[config.mk]
export PLATFORM = sky130hd
export DESIGN_NAME = ofdm_res_mapper
export DESIGN_NICKNAME = d
export VERILOG_FILES = /design/src/rtl/ofdm_map_pkg.sv /design/src/rtl/ofdm_frame_walker.sv /design/src/rtl/ofdm_bin_class.sv /design/src/rtl/ofdm_sym_sched.sv /design/src/rtl/ofdm_res_mapper.sv
export SDC_FILE = /design/constraint.sdc
export NUM_CORES = 1
export LEC_CHECK = 0
export BUFFER_PORTS_ARGS = -buffer_cell sky130_fd_sc_hd__buf_2
export CAP_MARGIN = 20
export CORE_MARGIN = 8
export CORE_UTILIZATION = 65
export CTS_CLUSTER_DIAMETER = 50
export DETAILED_ROUTE_END_ITERATION = 6
export GPL_ROUTABILITY_DRIVEN = 0
export PLACE_DENSITY = 0.87
export SYNTH_ARGS = -nofsm -noshare
export SYNTH_HDL_FRONTEND = slang
export SYNTH_SLANG_ARGS = --single-unit
[constraint.sdc]
create_clock -name clk -period 22.8 [get_ports clk]
set_clock_uncertainty 0.05 [all_clocks]
set_input_delay 3.42 -clock clk [delete_from_list [all_inputs] [get_ports clk]]
set_output_delay 3.42 -clock clk [all_outputs]
set_load 0.03 [all_outputs]
[src/rtl/ofdm_map_pkg.sv]
package ofdm_map_pkg;

  typedef enum logic [2:0] {
    RK_GUARD = 3'd0,
    RK_DC    = 3'd1,
    RK_SYNC  = 3'd2,
    RK_REF   = 3'd3,
    RK_HDR   = 3'd4,
    RK_PILOT = 3'd5,
    RK_DATA  = 3'd6
  } res_kind_t;

  // Position of an active bin among the active bins, skipping the DC bin.
  function automatic int act_pos(input int bin, input int left_g, input int n_act);
    int half;
    half = n_act / 2;
    if (bin < left_g + half) return bin - left_g;
    return bin - left_g - 1;
  endfunction

  function automatic bit pos_is_pilot(input int k, input int spacing);
    return (k % spacing) == 0;
  endfunction

  function automatic int pilot_slot(input int k, input int spacing);
    return k / spacing;
  endfunction

  // Data bins seen before position k (pilot at k=0, k=spacing, ...).
  function automatic int data_slot(input int k, input int spacing);
    return k - (k / spacing) - 1;
  endfunction

endpackage

[src/rtl/ofdm_frame_walker.sv]
module ofdm_frame_walker #(
  parameter int N_SYM = 36,
  parameter int N_BIN = 128,
  parameter int SYM_W = $clog2(N_SYM),
  parameter int BIN_W = $clog2(N_BIN)
) (
  input  logic             clk,
  input  logic             rst_n,
  input  logic             start_i,
  input  logic             ready_i,
  output logic             busy_o,
  output logic [SYM_W-1:0] sym_o,
  output logic [BIN_W-1:0] bin_o,
  output logic             adv_o,
  output logic             last_o
);
  localparam logic [SYM_W-1:0] SYM_LAST = SYM_W'(N_SYM - 1);
  localparam logic [BIN_W-1:0] BIN_LAST = BIN_W'(N_BIN - 1);

  logic             busy_q;
  logic [SYM_W-1:0] sym_q;
  logic [BIN_W-1:0] bin_q;
  logic             bin_wrap;
  logic             launch;

  assign bin_wrap = (bin_q == BIN_LAST);
  assign last_o   = busy_q && bin_wrap && (sym_q == SYM_LAST);
  assign adv_o    = busy_q && ready_i;
  assign launch   = start_i && !busy_q;

  always_ff @(posedge clk) begin
    if (!rst_n) begin
      busy_q <= 1'b0;
      sym_q  <= '0;
      bin_q  <= '0;
    end else if (launch) begin
      busy_q <= 1'b1;
      sym_q  <= '0;
      bin_q  <= '0;
    end else if (adv_o) begin
      if (last_o) begin
        busy_q <= 1'b0;
      end else if (bin_wrap) begin
        bin_q <= '0;
        sym_q <= sym_q + SYM_W'(1);
      end else begin
        bin_q <= bin_q + BIN_W'(1);
      end
    end
  end

  assign busy_o = busy_q;
  assign sym_o  = sym_q;
  assign bin_o  = bin_q;

  a_r2_hold_when_stalled: assert property (@(posedge clk) disable iff (!rst_n)
    busy_q && !ready_i |=> busy_q && $stable(sym_q) && $stable(bin_q));

  a_r3_bin_step: assert property (@(posedge clk) disable iff (!rst_n)
    adv_o && !bin_wrap |=> bin_q == $past(bin_q) + BIN_W'(1) && sym_q == $past(sym_q));

  a_r3_sym_step: assert property (@(posedge clk) disable iff (!rst_n)
    adv_o && bin_wrap && !last_o |=> bin_q == '0 && sym_q == $past(sym_q) + SYM_W'(1));

  a_r7_idle_after_end: assert property (@(posedge clk) disable iff (!rst_n)
    adv_o && last_o |=> !busy_q);

  a_r8_start_in_frame: assert property (@(posedge clk) disable iff (!rst_n)
    busy_q && start_i && !ready_i |=> busy_q && $stable(sym_q) && $stable(bin_q));

endmodule

[src/rtl/ofdm_bin_class.sv]
module ofdm_bin_class #(
  parameter int N_BIN  = 128,
  parameter int LEFT_G = 28,
  parameter int N_ACT  = 72,
  parameter int BIN_W  = $clog2(N_BIN),
  parameter int IDX_W  = $clog2(N_ACT)
) (
  input  logic [BIN_W-1:0] bin_i,
  output logic             guard_o,
  output logic             dc_o,
  output logic [IDX_W-1:0] kpos_o
);
  import ofdm_map_pkg::*;

  localparam int HALF = N_ACT / 2;
  localparam logic [BIN_W-1:0] FIRST_ACT  = BIN_W'(LEFT_G);
  localparam logic [BIN_W-1:0] DC_BIN     = BIN_W'(LEFT_G + HALF);
  localparam logic [BIN_W-1:0] RIGHT_GRD  = BIN_W'(LEFT_G + N_ACT + 1);

  assign guard_o = (bin_i < FIRST_ACT) || (bin_i >= RIGHT_GRD);
  assign dc_o    = (bin_i == DC_BIN);
  assign kpos_o  = IDX_W'(act_pos(int'(bin_i), LEFT_G, N_ACT));

endmodule

[src/rtl/ofdm_sym_sched.sv]
module ofdm_sym_sched #(
  parameter int N_REF = 2,
  parameter int SYM_W = 6
) (
  input  logic [SYM_W-1:0]            sym_i,
  output ofdm_map_pkg::res_kind_t     kind_o
);
  import ofdm_map_pkg::*;

  localparam logic [SYM_W-1:0] HDR_SYM = SYM_W'(N_REF + 1);

  always_comb begin
    if (sym_i == '0)          kind_o = RK_SYNC;
    else if (sym_i < HDR_SYM) kind_o = RK_REF;
    else if (sym_i == HDR_SYM) kind_o = RK_HDR;
    else                      kind_o = RK_DATA;
  end

endmodule

[src/rtl/ofdm_res_mapper.sv]
module ofdm_res_mapper #(
  parameter int N_SYM  = 36,
  parameter int N_BIN  = 128,
  parameter int LEFT_G = 28,
  parameter int N_ACT  = 72,
  parameter int N_REF  = 2,
  parameter int PIL_SP = 6,
  parameter int SYM_W  = $clog2(N_SYM),
  parameter int BIN_W  = $clog2(N_BIN),
  parameter int IDX_W  = $clog2(N_ACT)
) (
  input  logic             clk,
  input  logic             rst_n,
  input  logic             frame_go,
  input  logic             map_ready,
  output logic             map_valid,
  output logic [SYM_W-1:0] sym_num,
  output logic [BIN_W-1:0] bin_num,
  output logic [2:0]       res_type,
  output logic [IDX_W-1:0] elem_idx,
  output logic             frame_last
);
  import ofdm_map_pkg::*;

  localparam int N_PIL  = N_ACT / PIL_SP;
  localparam int N_DATA = N_ACT - N_PIL;

  logic             busy, adv, last;
  logic [SYM_W-1:0] sym;
  logic [BIN_W-1:0] bin;
  logic             is_guard, is_dc;
  logic [IDX_W-1:0] kpos;
  res_kind_t        sym_kind;
  res_kind_t        kind;
  logic [IDX_W-1:0] idx;

  ofdm_frame_walker #(.N_SYM(N_SYM), .N_BIN(N_BIN), .SYM_W(SYM_W), .BIN_W(BIN_W)) u_walk (
    .clk(clk), .rst_n(rst_n), .start_i(frame_go), .ready_i(map_ready),
    .busy_o(busy), .sym_o(sym), .bin_o(bin), .adv_o(adv), .last_o(last)
  );

  ofdm_bin_class #(.N_BIN(N_BIN), .LEFT_G(LEFT_G), .N_ACT(N_ACT),
                   .BIN_W(BIN_W), .IDX_W(IDX_W)) u_class (
    .bin_i(bin), .guard_o(is_guard), .dc_o(is_dc), .kpos_o(kpos)
  );

  ofdm_sym_sched #(.N_REF(N_REF), .SYM_W(SYM_W)) u_sched (
    .sym_i(sym), .kind_o(sym_kind)
  );

  always_comb begin
    kind = RK_GUARD;
    idx  = '0;
    if (is_guard) begin
      kind = RK_GUARD;
    end else if (is_dc) begin
      kind = RK_DC;
    end else if (sym_kind != RK_DATA) begin
      kind = sym_kind;
      idx  = kpos;
    end else if (pos_is_pilot(int'(kpos), PIL_SP)) begin
      kind = RK_PILOT;
      idx  = IDX_W'(pilot_slot(int'(kpos), PIL_SP));
    end else begin
      kind = RK_DATA;
      idx  = IDX_W'(data_slot(int'(kpos), PIL_SP));
    end
  end

  assign map_valid  = busy;
  assign sym_num    = sym;
  assign bin_num    = bin;
  assign res_type   = kind;
  assign elem_idx   = idx;
  assign frame_last = last;

  a_r6_data_index_range: assert property (@(posedge clk) disable iff (!rst_n)
    map_valid && kind == RK_DATA |-> int'(idx) < N_DATA);

  a_r6_pilot_index_range: assert property (@(posedge clk) disable iff (!rst_n)
    map_valid && kind == RK_PILOT |-> int'(idx) < N_PIL);

  a_r6_pilot_only_in_data_sym: assert property (@(posedge clk) disable iff (!rst_n)
    map_valid && kind == RK_PILOT |-> int'(sym) > N_REF + 1);

  a_r4_dc_mid_bin: assert property (@(posedge clk) disable iff (!rst_n)
    map_valid && kind == RK_DC |-> int'(bin) == LEFT_G + N_ACT / 2 && idx == '0);

  a_r7_last_drops_valid: assert property (@(posedge clk) disable iff (!rst_n)
    frame_last && map_ready |=> !map_valid);

  a_r1_idle_no_last: assert property (@(posedge clk) disable iff (!rst_n)
    !map_valid |-> !frame_last);

endmodule

# Yosys cells after proc, flatten, opt, wreduce, memory -nomap -nowiden
# Index checks and enable logic that the tools add are counted.
# word_totals
output_inout_bits,25
inputBits,4
reg_bits,14
word_cells,54
# op_classes
muxes,18
order_cmp,4
bitwise,2
div_mod_pow,2
n_addsub,6
n_eq_ne,5
n_reduce_logical,14
# op_table
op,count
7-bit two-way mux,7
8-bit by 4-bit divider with 32-bit output (second input constant),1
32-bit zero test,1
8-bit by 4-bit modulo with 32-bit output (second input constant),1
3-bit two-way mux,5
7-bit == test (second input constant),2
7-bit by 2-bit subtractor with 7-bit output (second input constant),2
7-bit by 1-bit adder with 7-bit output (second input constant),1
7-bit greater-or-equal comparator (second input constant),1
7-bit by 5-bit less-than comparator with 1-bit output (second input constant),1
7-bit less-than comparator (second input constant),1
7-bit by 5-bit subtractor with 7-bit output (second input constant),1
7-bit subtractor,1
6-bit by 1-bit adder with 6-bit output (second input constant),1
6-bit by 2-bit == test with 1-bit output (second input constant),1
6-bit == test (second input constant),1
6-bit zero test,1
6-bit by 2-bit less-than comparator with 1-bit output (second input constant),1
1-bit logical AND,4
1-bit two-way mux,4
2-bit two-way mux,2
2-bit AND reduction,2
2-bit nonzero test,2
3-bit != test (second input constant),1
5 further kinds,6

# Logic depth before layout (Yosys ltp)
# Gate-level depths: netlist of the first run.
# logic_depth
word_depth,10
mapped_depth,34

# Hierarchy
# From an unflattened synthesis of the first run, not the netlist that was laid out.
# unflattened
hier_cells,277
hier_area_um2,2065.7
# modules_own_cells
module,n_inst,area_per_inst_um2,cells_each
ofdm_res_mapper,1,927.1,137
ofdm_frame_walker,1,742.0,86
ofdm_bin_class,1,347.8,48
ofdm_sym_sched,1,48.8,6

# Worst setup path before layout of the first run
# OpenSTA, ideal clock, no wires.
# synth_path
kind,register to output
startpoint,register u_walk.bin_q[0] (netlist: u_walk.bin_o[0])
endpoint,output elem_idx[2]
arrival_ps,6685
path_slack_ps,12645
required_ps,19330
stages_incl_launch_ff,29
cell_sequence,dfxtp_1 -> buf_2 -> inv_1 -> ha_1 -> and4_1 -> a221o_1 -> a21o_1 -> buf_6 -> inv_1 -> ha_1 -> clkbuf_1 -> nand2b_1 -> or4_4 -> a21oi_2 -> nor4_2 -> or2_2 -> inv_1 -> ha_1 -> a31oi_1 -> a41o_1 -> and2_1 -> or4_4 -> inv_2 -> ha_1 -> inv_1 -> fa_1 -> xnor2_1 -> nor2_1 -> a211oi_1
# synth_between
elab_chain_len,10
elab_cells_between_ends,19
cone_classes,4 x add/sub; 2 x div; 3 x order compare; 1 x eq/ne; 7 x mux; 2 x reduce/logical
# synth_rtl
element,line_no,rtl
start: declaration,ofdm_frame_walker.sv:22,logic [BIN_W-1:0] bin_q;
start signal: assignment,ofdm_frame_walker.sv:47,bin_q <= bin_q + BIN_W'(1);
7-bit by 5-bit subtractor with 7-bit output / 7-bit less-than comparator (equally long branches),"ofdm_map_pkg.sv:17, ofdm_map_pkg.sv:18",
"7-bit by 2-bit subtractor with 7-bit output, or another cell as far along",ofdm_map_pkg.sv:18,return bin - left_g - 1;
7-bit two-way mux,ofdm_map_pkg.sv:18,
8-bit by 4-bit divider with 32-bit output,"ofdm_map_pkg.sv:26, ofdm_map_pkg.sv:31",
7-bit subtractor,ofdm_map_pkg.sv:31,return k - (k / spacing) - 1;
7-bit by 2-bit subtractor with 7-bit output,ofdm_map_pkg.sv:31,
7-bit two-way mux,ofdm_res_mapper.sv:61,"end else if (pos_is_pilot(int'(kpos), PIL_SP)) begin"
7-bit two-way mux,ofdm_res_mapper.sv:58,end else if (sym_kind != RK_DATA) begin
7-bit two-way mux,ofdm_res_mapper.sv:56,end else if (is_dc) begin
7-bit two-way mux *,ofdm_res_mapper.sv:54,if (is_guard) begin
end: declaration,ofdm_res_mapper.sv:20,"output logic [IDX_W-1:0] elem_idx,"
# Every way passes the cells marked *; elsewhere a longest branch is shown, timed or not.

# Worst setup path in the final report of the first run
# layout_path
startpoint,register u_walk.bin_q[2] (netlist: u_walk.bin_o[2])
endpoint,output elem_idx[6]
# Same word-level chain as after synthesis.

==> metrics.cfg, run 1 <==
[synth]
synth_fp_nets = 373
synth.distinct_cells = 76
synthCells = 351
synthesis.area_per_instance_um2 = 7.56
yosys_warnings = 0
ys.flop_type = dfxtp_1
ys_seq_area_share_pct = 10.6
synthArstFlopShare_pct = 0
synth_edf_count = 0
synth_seq_cells = 14
netlist_area_mm2 = 0.00265

[clock_tree]
cts_setup_buffers = 0
clock_latency_ns = 0.25
cts_resized = 0
numCtsBuffers = 3
clk_pin_slew_worst_paths_ns = 0.06
root_buffer = clkbuf_8
cts.sinks = 14
htreeDepth = 1
cts-hold-fix-buffers = 0
cts_tree = done
cts_max_path_buffers = 2

[setup_path]
r2r-end = u_walk.sym_o[5]$_SDFFE_PP0P_
endpoint_kind = primary output
ff2ff_setup_slack_ns = 19.72
crit_type = flip-flop to primary output
r2r-start = u_walk.bin_o[2]$_SDFFE_PP0P_
slowest_delay_ns = 0.58
critPathLaunch = u_walk.bin_o[2]$_SDFFE_PP0P_
critPathBufInv = 6
rr_worst_depth = 8
cp_max_fo = 15
slowest_stage = dfxtp_1
worstSetupStartpointType = flip-flop
required_ns = 19.33
cp_top_family = simple AND/OR/NAND/NOR gates
worstPathArrival_ns = 7.57

[floorplanning]
pin_count = 29
rows = 23
dieArea_mm2 = 0.00638
start_util_pct = 66.8
core_mm2 = 0.00397
die_h_um = 79.9
die_x_um = 79.9

[route]
vias = 2785
postRouteAntennaNets = 0
drtIter0Drc = 307
via_per_inst = 6.74
drc_errors = 0
wirelength_mm = 6.85
wl_per_cell_um = 16.6
dr.pass1.iters = 5

[timing]
fin_crit_sh_pct = 48.4
finalSetupViolations = 0
hold_violations = 0
slew_viol_final = 0
fmax_mhz = 90.6
min_period_ns = 11.04
tightest_slew_ns = 0.994
slew_headroom_pct = 33.2
setup_tns_ns = 0
setup_ws_ns = 11.76
rsz0062_at_grt = false

[grt]
globalRouteTotalUtil_pct = 21.5
grt_max_degree = 23
antenna_found_initial = 0
overflow = 0
first_global_vias = 2562
grt_pass1_wl_mm = 11.7

[placement]
pre_cts_slack_ns = 12.17
numPlacedInstances = 409
port_buffers = 28
hpwl_mm = 5.21

[min_path]
worstHoldStart = u_walk.busy_o$_SDFFE_PN0P_
hp-class = flip-flop to flip-flop
min_path_cells = 1
holdPathEnd = u_walk.busy_o$_SDFFE_PN0P_

[cells_and_area]
final_layout_size_suffix_gt1_share_pct = 17.6
final_cells = 413
fin_nets = 386
antenna_cells = 0
regArea_um2 = 280
multi_input_area_mm2 = 0.00215
nFillCells = 328
area_growth_pct = 5.52

[power]
peakVddDrop_mv = 0.0390
leakagePower_nw = 1.18
cellPowerDensity_mw_per_mm2 = 19.3

[status]
status = complete, no violations

[flow_run]
drv_cap = 0

==> final cells by class <==
class	instances	share of cell area (%)
clock buffers	4	1.97
inverters	23	3.17
multi-input cells	291	76.8
flip-flops and latches	14	10.0
well taps	50	2.24
repair buffers	31	5.81
==> where the power goes <==
part	switching [W]	internal, W	total [W]
clock network	0.00000946	0.0000153	0.0000248
logic	0.00000270	0.00000146	0.00000416
registers	0.000000462	0.0000247	0.0000251
total	0.0000126	0.0000415	0.0000541
==> registers in the layout, indices dropped and copies added (netlist names) <==
| signal | flops |
|---|---|
| u_walk.sym_o | 6 |
| u_walk.busy_o | 1 |
| u_walk.bin_o | 7 |
==> layer usage <==
layer | share of wire (%) | vias to the layer above | wire (µm) | global-route usage [%]
li1 | - | 1341 | - | -
met1 | 43 | 1310 | 2980 | 26.8
met2 | 48 | 118 | 3320 | 37.3
met3 | 6.0 | 16 | 412 | 2.36
met4 | 2.0 | 0 | 138 | 7.09
met5 | 0 | - | 0 | 0
==> cells in the final DEF (no fill, tap or decap), types with 8 or more instances in the layout <==
master,Yosys,routed
inv_1,19,19
nand4_1,10,10
nand2_1,24,24
dfxtp_1,14,14
o21ai_0,15,15
xnor2_1,12,12
ha_1,17,17
a21oi_1,22,22
and2_1,8,8
nand3_1,11,11
nor2_1,33,33
buf_2,8,28
nor3_1,16,16
==> synthesized netlist by cell type, types with 3 or more instances <==
library cell | n | area share [%]
nor2_1 | 33 | 4.7
nand2_1 | 24 | 3.4
a21oi_1 | 22 | 4.2
inv_1 | 19 | 2.7
ha_1 | 17 | 8.0
nor3_1 | 16 | 3.0
o21ai_0 | 15 | 2.8
dfxtp_1 | 14 | 11
xnor2_1 | 12 | 4.0
nand3_1 | 11 | 2.1
nand4_1 | 10 | 2.4
and2_1 | 8 | 1.9
buf_2 | 8 | 1.5
clkbuf_1 | 8 | 1.1
o211ai_1 | 7 | 2.0
o31ai_1 | 7 | 2.0
or3_1 | 7 | 1.7
a211oi_1 | 5 | 1.4
and3_1 | 5 | 1.2
mux2i_1 | 5 | 1.9
nand2b_1 | 5 | 1.2
xor2_1 | 5 | 1.7
a21o_1 | 4 | 1.1
a31oi_1 | 4 | 0.94
buf_4 | 4 | 1.1
nor4_1 | 4 | 0.94
buf_6 | 3 | 1.3
inv_2 | 3 | 0.42
nor3_2 | 3 | 1.1
o2111ai_1 | 3 | 0.99
o32ai_1 | 3 | 0.99
xnor2_4 | 3 | 3.1
==> per-stage QoR <==
step	area, µm²	utilization [%]	hold WS [ns]	power (W)
floorplan	2650	-	0.562	0.0000284
global placement	2740	69.1	0.447	0.0000296
detailed placement	2740	69.1	0.470	0.0000297
CTS	2800	70.5	0.492	0.0000540
global route	2800	70.5	0.544	0.0000557
finish	2800	70.5	0.501	0.0000541
==> worst max-delay path by stage <==
stage / to / slack, ns / cells past startpoint
2_1_floorplan: elem_idx[2] / 12.65 / 28
4_1_cts: elem_idx[6] / 11.87 / 29
3_3_place_gp: elem_idx[6] / 12.35 / 29
6_report: elem_idx[6] / 11.76 / 29
3_5_place_dp: elem_idx[6] / 12.17 / 29
5_1_grt: elem_idx[6] / 11.22 / 29
==> logic make-up (layout without fill, tap and decap cells) <==
group           Yosys count  in the layout  synth area share (%)
simple gates            145            145                  31.0
compound gates           99             99                  27.8
buf+inv                  46             58                  8.40
xor+xnor                 22             22                  10.4
fa+ha+maj                18             18                  8.77
flops                    14             14                  10.6
mux                       7              7                  3.02
Note: power is estimated with default switching activity, not from simulation.
==> run 2, diff against run 1 <==
Settings changed: ABC_AREA from default to 1, CORE_UTILIZATION 65 to 59, PLACE_DENSITY 0.87 to 0.81.
Clock period 22.8 ns to 10.74 ns, I/O delays scaled along.
==> run 2 against run 1 <==
  * Critical endpoint is now elem_idx[4]
  * Area after synthesis fell by 19%
  * Register-to-register slack got worse by 11 ns
  * Sequential power rose by 110%
==> metrics.cfg, run 2 <==
[synth]
synthesis.area_per_instance_um2 = 6.17
synth_top_family_by_area = simple AND/OR/NAND/NOR gates
synthCells = 348
synth_edf_count = 0
synth.distinct_cells = 37
ys_seq_area_share_pct = 13.1
synth_fa_ha_area_share_pct = 10.8
synth_top_area_share_pct = 15.6
synth_simple_gate_area_share_pct = 48.8
synth_xor_area_share_pct = 4.02
synth-compound-area-share_pct = 11.3
synth_fp_nets = 370
synth.mux.area_fraction_pct = 0
netlist_area_mm2 = 0.00215
synth_common_cells = nand2_1 (89), inv_1 (56), nand3_1 (32)
synthArstFlopShare_pct = 0
yosysTopAreaCell = nand2_1
yosys_warnings = 0
synth_area_leaders = nand2_1 (16%), dfxtp_1 (13%), ha_1 (9.9%)
ys.flop_type = dfxtp_1
synth_most_common_cell = nand2_1
synth_seq_cells = 14

[route]
vias = 2262
wl_per_cell_um = 12.1
drtIter0Drc = 119
drc_errors = 0
dr.pass1.iters = 4
postRouteAntennaNets = 0
wirelength_mm = 5.15
via_per_inst = 5.32

[min_path]
hp-class = flip-flop to flip-flop
min_path_cells = 2
holdPathEnd = u_walk.sym_o[4]$_SDFFE_PP0P_
worstHoldStart = u_walk.sym_o[4]$_SDFFE_PP0P_

[power]
finalPower_w = 0.000108
cellPowerDensity_mw_per_mm2 = 45.7
leakagePower_nw = 1.24
peakVddDrop_mv = 0.0621

[grt]
first_global_vias = 2168
met3_usage_pct = 2.59
gr-usage-met2_pct = 32.1
antenna_found_initial = 0
overflow = 0
grt.met1_usage_pct = 20.5
globalRouteTotalUtil_pct = 17.6
grt_max_degree = 13
grt_pass1_wl_mm = 9.04
top_usage_layer = met2

[timing]
setup_tns_ns = 0
fmax_mhz = 134
min_period_ns = 7.44
tightest_slew_ns = 0.790
slew_viol_final = 0
hold_violations = 0
finalSetupViolations = 0
whs_ns = 0.465
slew_headroom_pct = 46.8
fin_crit_sh_pct = 69.2
rsz0062_at_grt = false

[clock_tree]
root_buffer = clkbuf_4
cts_max_path_buffers = 2
cts_resized = 0
cts_setup_buffers = 0
numCtsBuffers = 3
clock_latency_ns = 0.29
cts-hold-fix-buffers = 0
cts_tree = done
clk_pin_slew_worst_paths_ns = 0.08
cts.sinks = 14
htreeDepth = 1

[floorplanning]
start_util_pct = 60.0
pin_count = 29
rows = 22
die_x_um = 76.3
die_h_um = 76.3
dieArea_mm2 = 0.00583
core_mm2 = 0.00358

[setup_path]
rr_worst_depth = 10
endpoint_kind = primary output
ff2ff_setup_slack_ns = 8.23
worstSetupStartpointType = flip-flop
cp_max_fo = 12
required_ns = 9.08
worstPathArrival_ns = 5.77
crit_type = flip-flop to primary output
slowest_stage = dfxtp_1
slowest_delay_ns = 0.55
r2r-start = u_walk.bin_o[2]$_SDFFE_PP0P_
crit_path_frequent_cell = nand2_1
r2r-end = u_walk.sym_o[5]$_SDFFE_PP0P_

[placement]
port_buffers = 28
numPlacedInstances = 421
hpwl_mm = 4.16

[cells_and_area]
multi_input_area_mm2 = 0.00161
final_common_cell = nand2_1
antenna_cells = 0
final_layout_size_suffix_gt1_share_pct = 20.2
largest_register_ffs = 7
nFillCells = 349
area_growth_pct = 9.73
regArea_um2 = 280
fin_nets = 400
final_cells = 425
final_cell_mix = nand2_1 (89), inv_1 (56), nand3_1 (32), nor2_1 (28), buf_2 (28)

[status]
status = complete, no violations

[flow_run]
drv_cap = 0

[run 2: how the worst max path moves through the flow]
stage                              to  slack [ns]                    startpoint
final                     elem_idx[4]        3.30  u_walk.bin_o[2]$_SDFFE_PP0P_
after detailed placement  elem_idx[4]        3.72  u_walk.bin_o[2]$_SDFFE_PP0P_
after CTS                 elem_idx[4]        3.35  u_walk.bin_o[2]$_SDFFE_PP0P_
after global placement    elem_idx[4]        3.86  u_walk.bin_o[2]$_SDFFE_PP0P_
after floorplan           elem_idx[6]        3.92  u_walk.bin_o[2]$_SDFFE_PP0P_
after global routing      elem_idx[4]        2.81  u_walk.bin_o[2]$_SDFFE_PP0P_
[run 2: critical path: cells and delay by family (launching register included)]
kind | cells | cell delay, ns
simple gates | 21 | 2.29
fa+ha+maj | 5 | 1.42
buf+inv | 8 | 0.70
flops | 1 | 0.55
compound gates | 1 | 0.34
xor+xnor | 1 | 0.17
[run 2: stage by stage]
stage	cell area, µm²	util (%)	setup slack, ns
finish	2360	65.8	3.30
global route	2360	65.8	2.81
floorplan	2150	-	3.92
global placement	2320	64.8	3.86
detailed placement	2320	64.8	3.72
CTS	2360	65.8	3.35
[run 2: logic make-up (layout without fill, tap and decap cells)]
| group | after synthesis | after routing |
|---|---|---|
| simple gates | 201 | 201 |
| buf+inv | 64 | 93 |
| compound gates | 42 | 42 |
| fa+ha+maj | 18 | 18 |
| flops | 14 | 14 |
| xor+xnor | 9 | 9 |
[run 2: layer usage]
| metal | vias up | wire [µm] |
|---|---|---|
| li1 | 1192 | - |
| met1 | 1008 | 2280 |
| met2 | 56 | 2580 |
| met3 | 6 | 234 |
| met4 | 0 | 57 |
| met5 | - | 0 |
[run 2: where the power goes]
group / internal (W) / total [W] / switching [W]
clock network: 0.0000207 / 0.0000386 / 0.0000179
registers: 0.0000525 / 0.0000534 / 0.000000984
logic: 0.00000535 / 0.0000157 / 0.0000104
total: 0.0000785 / 0.000108 / 0.0000293
[run 2: cell type report]
type	count	area share [%]
Multi-Input combinational cell	270	68.3
Clock buffer	4	1.54
Inverter	61	9.72
Timing Repair Buffer	28	5.95
Tap cell	48	2.55
Sequential cell	14	11.9
